File: src/rtl/slice_pkg.sv
package slice_pkg;
  typedef enum logic [1:0] {
    ST_IDLE  = 2'd0,
    ST_ROUTE = 2'd1,
    ST_FWD   = 2'd2,
    ST_DROP  = 2'd3
  } path_st_e;
endpackage

File: src/rtl/slice_lane.sv
module slice_lane #(
  parameter int W = 2
) (
  input  logic         clk_i,
  input  logic         rst_ni,
  input  logic         en_i,
  input  logic         drop_i,
  input  logic         clr_i,
  input  logic         in_valid_i,
  input  logic [W-1:0] in_data_i,
  input  logic         in_eof_i,
  output logic         in_ready_o,
  output logic         out_valid_o,
  output logic [W-1:0] out_data_o,
  output logic         out_eof_o,
  input  logic         out_ready_i,
  output logic         fin_o
);
  logic fin_q;
  logic live;

  assign live        = en_i & ~fin_q;
  assign out_valid_o = live & ~drop_i & in_valid_i;
  // dropped items are swallowed whatever downstream does
  assign in_ready_o  = live & (drop_i | out_ready_i);
  assign out_data_o  = in_data_i;
  assign out_eof_o   = in_eof_i;
  assign fin_o       = fin_q;

  always_ff @(posedge clk_i or negedge rst_ni) begin
    if (!rst_ni)                                   fin_q <= 1'b0;
    else if (clr_i)                                fin_q <= 1'b0;
    else if (in_valid_i && in_ready_o && in_eof_i) fin_q <= 1'b1;
  end

  AST_FIN_BLOCKS: assert property (@(posedge clk_i) disable iff (!rst_ni)
    fin_q |-> (!in_ready_o && !out_valid_o));
  AST_EOF_SETS_FIN: assert property (@(posedge clk_i) disable iff (!rst_ni)
    (in_valid_i && in_ready_o && in_eof_i && !clr_i) |=> fin_o);
  AST_DROP_SILENT: assert property (@(posedge clk_i) disable iff (!rst_ni)
    drop_i |-> !out_valid_o);
  AST_IDLE_NO_MOVE: assert property (@(posedge clk_i) disable iff (!rst_ni)
    !en_i |-> (!in_ready_o && !out_valid_o));
endmodule

File: src/rtl/frame_ctrl.sv
module frame_ctrl
  import slice_pkg::*;
(
  input  logic clk_i,
  input  logic rst_ni,
  input  logic grant_i,
  input  logic route_vld_i,
  input  logic route_err_i,
  input  logic all_fin_i,
  output logic en_o,
  output logic drop_o,
  output logic release_o,
  output logic hold_o,
  output logic err_o
);
  path_st_e st_q, st_d;

  always_comb begin
    st_d = st_q;
    unique case (st_q)
      ST_IDLE:  if (grant_i)     st_d = ST_ROUTE;
      ST_ROUTE: if (route_vld_i) st_d = route_err_i ? ST_DROP : ST_FWD;
      ST_FWD,
      ST_DROP:  if (all_fin_i)   st_d = ST_IDLE;
      default:                   st_d = ST_IDLE;
    endcase
  end

  always_ff @(posedge clk_i or negedge rst_ni) begin
    if (!rst_ni) st_q <= ST_IDLE;
    else         st_q <= st_d;
  end

  assign en_o      = (st_q == ST_FWD) || (st_q == ST_DROP);
  assign drop_o    = (st_q == ST_DROP);
  assign err_o     = drop_o;
  assign hold_o    = (st_q != ST_IDLE);
  assign release_o = en_o & all_fin_i;

  AST_HOLD_AFTER_GRANT: assert property (@(posedge clk_i) disable iff (!rst_ni)
    (!hold_o && grant_i) |=> (hold_o && !en_o));
  AST_ERR_KEPT: assert property (@(posedge clk_i) disable iff (!rst_ni)
    (err_o && !release_o) |=> err_o);
  AST_FWD_KEPT: assert property (@(posedge clk_i) disable iff (!rst_ni)
    (en_o && !err_o && !release_o) |=> (en_o && !err_o));
endmodule

File: src/rtl/sliced_path_ctrl.sv
module sliced_path_ctrl #(
  parameter int LANES  = 16,
  parameter int LANE_W = 2
) (
  input  logic                      clk_i,
  input  logic                      rst_ni,
  input  logic                      grant_i,
  input  logic                      route_vld_i,
  input  logic                      route_err_i,
  output logic                      hold_o,
  output logic                      release_o,
  output logic                      err_o,
  input  logic [LANES-1:0]          in_valid_i,
  input  logic [LANES*LANE_W-1:0]   in_data_i,
  input  logic [LANES-1:0]          in_eof_i,
  output logic [LANES-1:0]          in_ready_o,
  output logic [LANES-1:0]          out_valid_o,
  output logic [LANES*LANE_W-1:0]   out_data_o,
  output logic [LANES-1:0]          out_eof_o,
  input  logic [LANES-1:0]          out_ready_i,
  output logic [LANES-1:0]          lane_fin_o
);
  logic en, drop, all_fin;

  assign all_fin = &lane_fin_o;

  frame_ctrl u_ctrl (
    .clk_i       (clk_i),
    .rst_ni      (rst_ni),
    .grant_i     (grant_i),
    .route_vld_i (route_vld_i),
    .route_err_i (route_err_i),
    .all_fin_i   (all_fin),
    .en_o        (en),
    .drop_o      (drop),
    .release_o   (release_o),
    .hold_o      (hold_o),
    .err_o       (err_o)
  );

  for (genvar l = 0; l < LANES; l++) begin : g_lane
    slice_lane #(.W(LANE_W)) u_lane (
      .clk_i       (clk_i),
      .rst_ni      (rst_ni),
      .en_i        (en),
      .drop_i      (drop),
      .clr_i       (release_o),
      .in_valid_i  (in_valid_i[l]),
      .in_data_i   (in_data_i[l*LANE_W +: LANE_W]),
      .in_eof_i    (in_eof_i[l]),
      .in_ready_o  (in_ready_o[l]),
      .out_valid_o (out_valid_o[l]),
      .out_data_o  (out_data_o[l*LANE_W +: LANE_W]),
      .out_eof_o   (out_eof_o[l]),
      .out_ready_i (out_ready_i[l]),
      .fin_o       (lane_fin_o[l])
    );
  end

  AST_RELEASE_CLEARS: assert property (@(posedge clk_i) disable iff (!rst_ni)
    release_o |=> (lane_fin_o == '0 && !hold_o));
  AST_RELEASE_NEEDS_ALL: assert property (@(posedge clk_i) disable iff (!rst_ni)
    release_o |-> (hold_o && lane_fin_o == '1));
  AST_NOTHING_WHEN_FREE: assert property (@(posedge clk_i) disable iff (!rst_ni)
    !hold_o |-> (in_ready_o == '0 && out_valid_o == '0 && lane_fin_o == '0));
endmodule

File: config.mk
export PLATFORM = sky130hd
export DESIGN_NAME = sliced_path_ctrl
export DESIGN_NICKNAME = d
export VERILOG_FILES = /design/src/rtl/slice_pkg.sv /design/src/rtl/slice_lane.sv /design/src/rtl/frame_ctrl.sv /design/src/rtl/sliced_path_ctrl.sv
export SDC_FILE = /design/constraint.sdc
export NUM_CORES = 1
export LEC_CHECK = 0
export BUFFER_PORTS_ARGS = -buffer_cell sky130_fd_sc_hd__buf_2
export CAP_MARGIN = 25
export CORE_AREA = 5 5 95 62
export CTS_CLUSTER_SIZE = 28
export DETAILED_ROUTE_END_ITERATION = 10
export DIE_AREA = 0 0 100 67
export PLACE_DENSITY_LB_ADDON = 0.15
export SETUP_SLACK_MARGIN = 0.05
export SYNTH_ARGS = -nofsm -noshare
export SYNTH_HDL_FRONTEND = slang
export SYNTH_SLANG_ARGS = --single-unit
export TNS_END_PERCENT = 5
File: constraint.sdc
create_clock -name clk_i -period 2 [get_ports clk_i]
set_input_delay 0.2 -clock clk_i [delete_from_list [all_inputs] [get_ports clk_i]]
set_output_delay 0.2 -clock clk_i [all_outputs]
set_load 0.01 [all_outputs]
==> parameters.txt <==
Parameter                              Value

Final layout
  Fill cell instance count of the final layout    544
  Post-layout instance area    1870 sq um
  Area taken by multi-input logic gates    657 sq um
  Number of inserted diodes    0
  Area growth from synthesis to final layout    -0.334%
  Fraction of layout instances using a drive strength above 1    56.1%
  Storage element area    450 sq um
  Final net count    342

Worst setup path
  Crit-path slowest cell    dfrtp_1
  Maximum net fanout on the critical path    5
  Reg2Reg Launch Point    g_lane[13].u_lane.fin_o
  Type of the worst setup path    reg2out
  Endpoint of the worst register-to-register path    u_ctrl.st_q[0]
  CP Data Required Time    1.80 ns
  Termination of the worst setup path    release_o
  Cell family contributing the most delay on the critical path    simple AND/OR/NAND/NOR gates
  Cell depth of the worst setup path    4
  Register-to-register setup slack    0.51 ns
  CP arrival    1.52 ns
  Cells on worst reg2reg path    4
  Combined buffer and inverter count along the critical path    1
  Cells traversed along the worst timing path    nand4_1 -> nor4_4 -> and2_2 -> buf_2
  Largest stage delay on the critical path    0.41 ns
  Startpoint class of the critical path    flip-flop
  Kind of end point of the critical path    output pin
  Setup crit start    g_lane[13].u_lane.fin_o

Pwr
  Peak supply drop    0.446 mV
  Leakage    0.946 nW
  Ratio of total power to cell area    1400 nW/um^2

Clocking
  Root Buffer Master    clkbuf_8
  TritonCTS clock tree    built
  CTS clock-pin slew for the worst setup and hold paths    0.06 ns
  Number of setup buffers added after CTS    0
  Quantity of gates resized following cts    0
  Hold_buf cts    1
  CTS Buffer Depth    2
  Source-to-sink clock delay at the later pin of the worst-skew pair    0.24 ns
  Clock tree sinks    18
  Deepest level of the CTS H-tree    1
  Number of buffers created by CTS    3

Die
  IO Count    184
  Initial Util    38.5%
  Row cnt    20
  Chip height    67 microns
  Width of the chip    100 microns
  Core area    4880 sq um
  Die ar.    6700 sq um

Timing
  Max Transition Viols Final    0
  Actual slew at the worst max-slew pin    0.417 ns
  Max Clock Skew    0.00322 ns
  Total count of hold-check failures in the final report    0
  Share of the clock period used by the worst path after layout    85.8%
  Final number of setup-violating endpoints    0
  Relative slew slack    72.2%
  Setup TNS    0 ns
  Unrepaired setup endpoints after global routing    false
  Minimum setup slack in the final design    0.284 ns
  Fmax    0.583 GHz
  Final critical delay including setup and external delays    1.72 ns

Global routing
  GRT Resource Usage Total    12.9%
  First-pass GRT wire length    6980 microns
  Antenna violations before repair    0
  Vias in the first global route    1460
  GR Overflow Total    0
  Maximum number of pins on one net before global-route repair    38

Route
  Post-detailed-route via-to-cell ratio    4.63
  Drt initial violations    35
  Sum of routed wire length over all layers    4440 microns
  Post-DR wirelength/cell    13.8 microns
  First drt pass iteration count    4
  DRC errors left    0
  Post-detailed-route count of antenna-violating nets    0
  Routed vias    1487

Synthesis
  Yosys warning count    0
  Syn Inst Count    233
  Mapped cell area    1880 sq um
  Mapped Nets    318
  Count of different cell masters after synthesis    20
  Sequential area share after synthesis    24.0%
  Synthesized flop and latch total    18
  Mean area per synthesized cell    8.05 sq um

Min path
  Worst Hold Depth    3
  Classification of the worst-slack hold path    in2reg

Place
  Global placer's final weighted congestion    0.736
  DP Area    1820 sq um
  DP Wirelength    3460 microns
  Number of input and output port buffers inserted    119
  Worst slack after detailed placement    0.504 ns

Flow run
  Max cap viols    0

Outcome
  Status    complete, no violations
[placed cells by master (no fill, tap or decap)]
| cell | netlist | final |
|---|---|---|
| o21ba_1 | 2 | 2 |
| mux2i_1 | 1 | 1 |
| nand4_1 | 4 | 4 |
| buf_2 | 3 | 119 |
| and2_2 | 1 | 1 |
| inv_1 | 1 | 1 |
| buf_4 | 96 | 4 |
| nor4_4 | 1 | 1 |
| dlygate4sd3_1 | 0 | 1 |
| nor2_1 | 16 | 16 |
| nand2_1 | 18 | 18 |
| o21ba_2 | 14 | 14 |
| nor3b_1 | 16 | 16 |
| nand2b_1 | 1 | 1 |
| o22ai_1 | 2 | 2 |
| a21oi_1 | 16 | 16 |
| dfrtp_1 | 18 | 18 |
| or2_2 | 1 | 1 |
| clkbuf_8 | 0 | 3 |
| o21ai_0 | 16 | 16 |
[report_power, final]
| part | internal [mW] | switching (mW) | total [mW] |
|---|---|---|---|
| Clock | 0.133 | 0.107 | 0.240 |
| Combinational | 0.707 | 0.941 | 1.65 |
| Sequential | 0.538 | 0.194 | 0.732 |
| Total | 1.38 | 1.24 | 2.62 |
[worst reg2reg max path, stage by stage (launching register included)]
cell,delay [ns]
dfrtp_1,0.41
nand4_1,0.23
nor4_4,0.33
buf_4,0.27
o22ai_1,0.12
[sequential cells by signal, indices dropped and copies added, names as in the netlist]
name                 flops
u_ctrl.st_q              2
g_lane.u_lane.fin_o     16
[per-stage QoR]
stage	hold WS, ns	cells	total power, mW	util, %
floorplan	-0.0956	233	2.27	-
global placement	0.157	317	2.41	37.3
detailed placement	0.158	317	2.43	37.3
CTS	0.250	321	2.68	38.3
global route	0.258	321	2.90	38.3
finish	0.249	321	2.62	38.3
[how the worst min path moves through the flow]
stage                      startpoint                     end  slack (ns)
after floorplan                rst_ni  g_lane[0].u_lane.fin_o        -0.1
after global placement         rst_ni  g_lane[6].u_lane.fin_o        0.16
after detailed placement       rst_ni  g_lane[6].u_lane.fin_o        0.16
after CTS                 route_vld_i          u_ctrl.st_q[1]        0.25
after global routing      route_vld_i          u_ctrl.st_q[1]        0.26
final                     route_vld_i          u_ctrl.st_q[1]        0.25
[cell type report]
cell class | count | area share, %
sequential | 18 | 24.1
multi-input combinational | 109 | 35.1
timing repair buffer | 124 | 34.0
clock buffer | 3 | 2.21
tap | 66 | 4.41
inverter | 1 | 0.201
[synth_stat cells]
library cell / n / area, sq um
o21ai_0: 16 / 80.1
or2_2: 1 / 6.26
nor2_1: 16 / 60.1
buf_4: 96 / 721
nor4_4: 1 / 21.3
buf_2: 3 / 15.0
o22ai_1: 2 / 12.5
o21ba_1: 2 / 20.0
a21oi_1: 16 / 80.1
dfrtp_1: 18 / 450
nand2_1: 18 / 67.6
nand4_1: 4 / 25.0
mux2i_1: 1 / 10.0
o21ba_2: 14 / 140
nand2b_1: 1 / 6.26
inv_1: 1 / 3.75
nor3b_1: 16 / 120
buf_6: 1 / 11.3
and2_2: 1 / 7.51
clkbuf_1: 5 / 18.8
[cells by family after synthesis]
group | Yosys count | share of synthesized area [%]
buffers and inverters | 106 | 41.0
AND/OR/NAND/NOR | 58 | 16.7
AO/OA/AOI/OAI | 50 | 17.7
flip-flops | 18 | 24.0
multiplexers | 1 | 0.533
[layer usage]
| metal | GRT usage (%) | vias to the layer above | part of all wire, % |
|---|---|---|---|
| met5 | 0 | - | 0 |
| li1 | - | 729 | - |
| met3 | 3.97 | 2 | 13 |
| met1 | 17.4 | 657 | 46 |
| met2 | 20.6 | 99 | 40 |
| met4 | 2.18 | 0 | 0.65 |
Note: power is estimated with default switching activity, not from simulation.
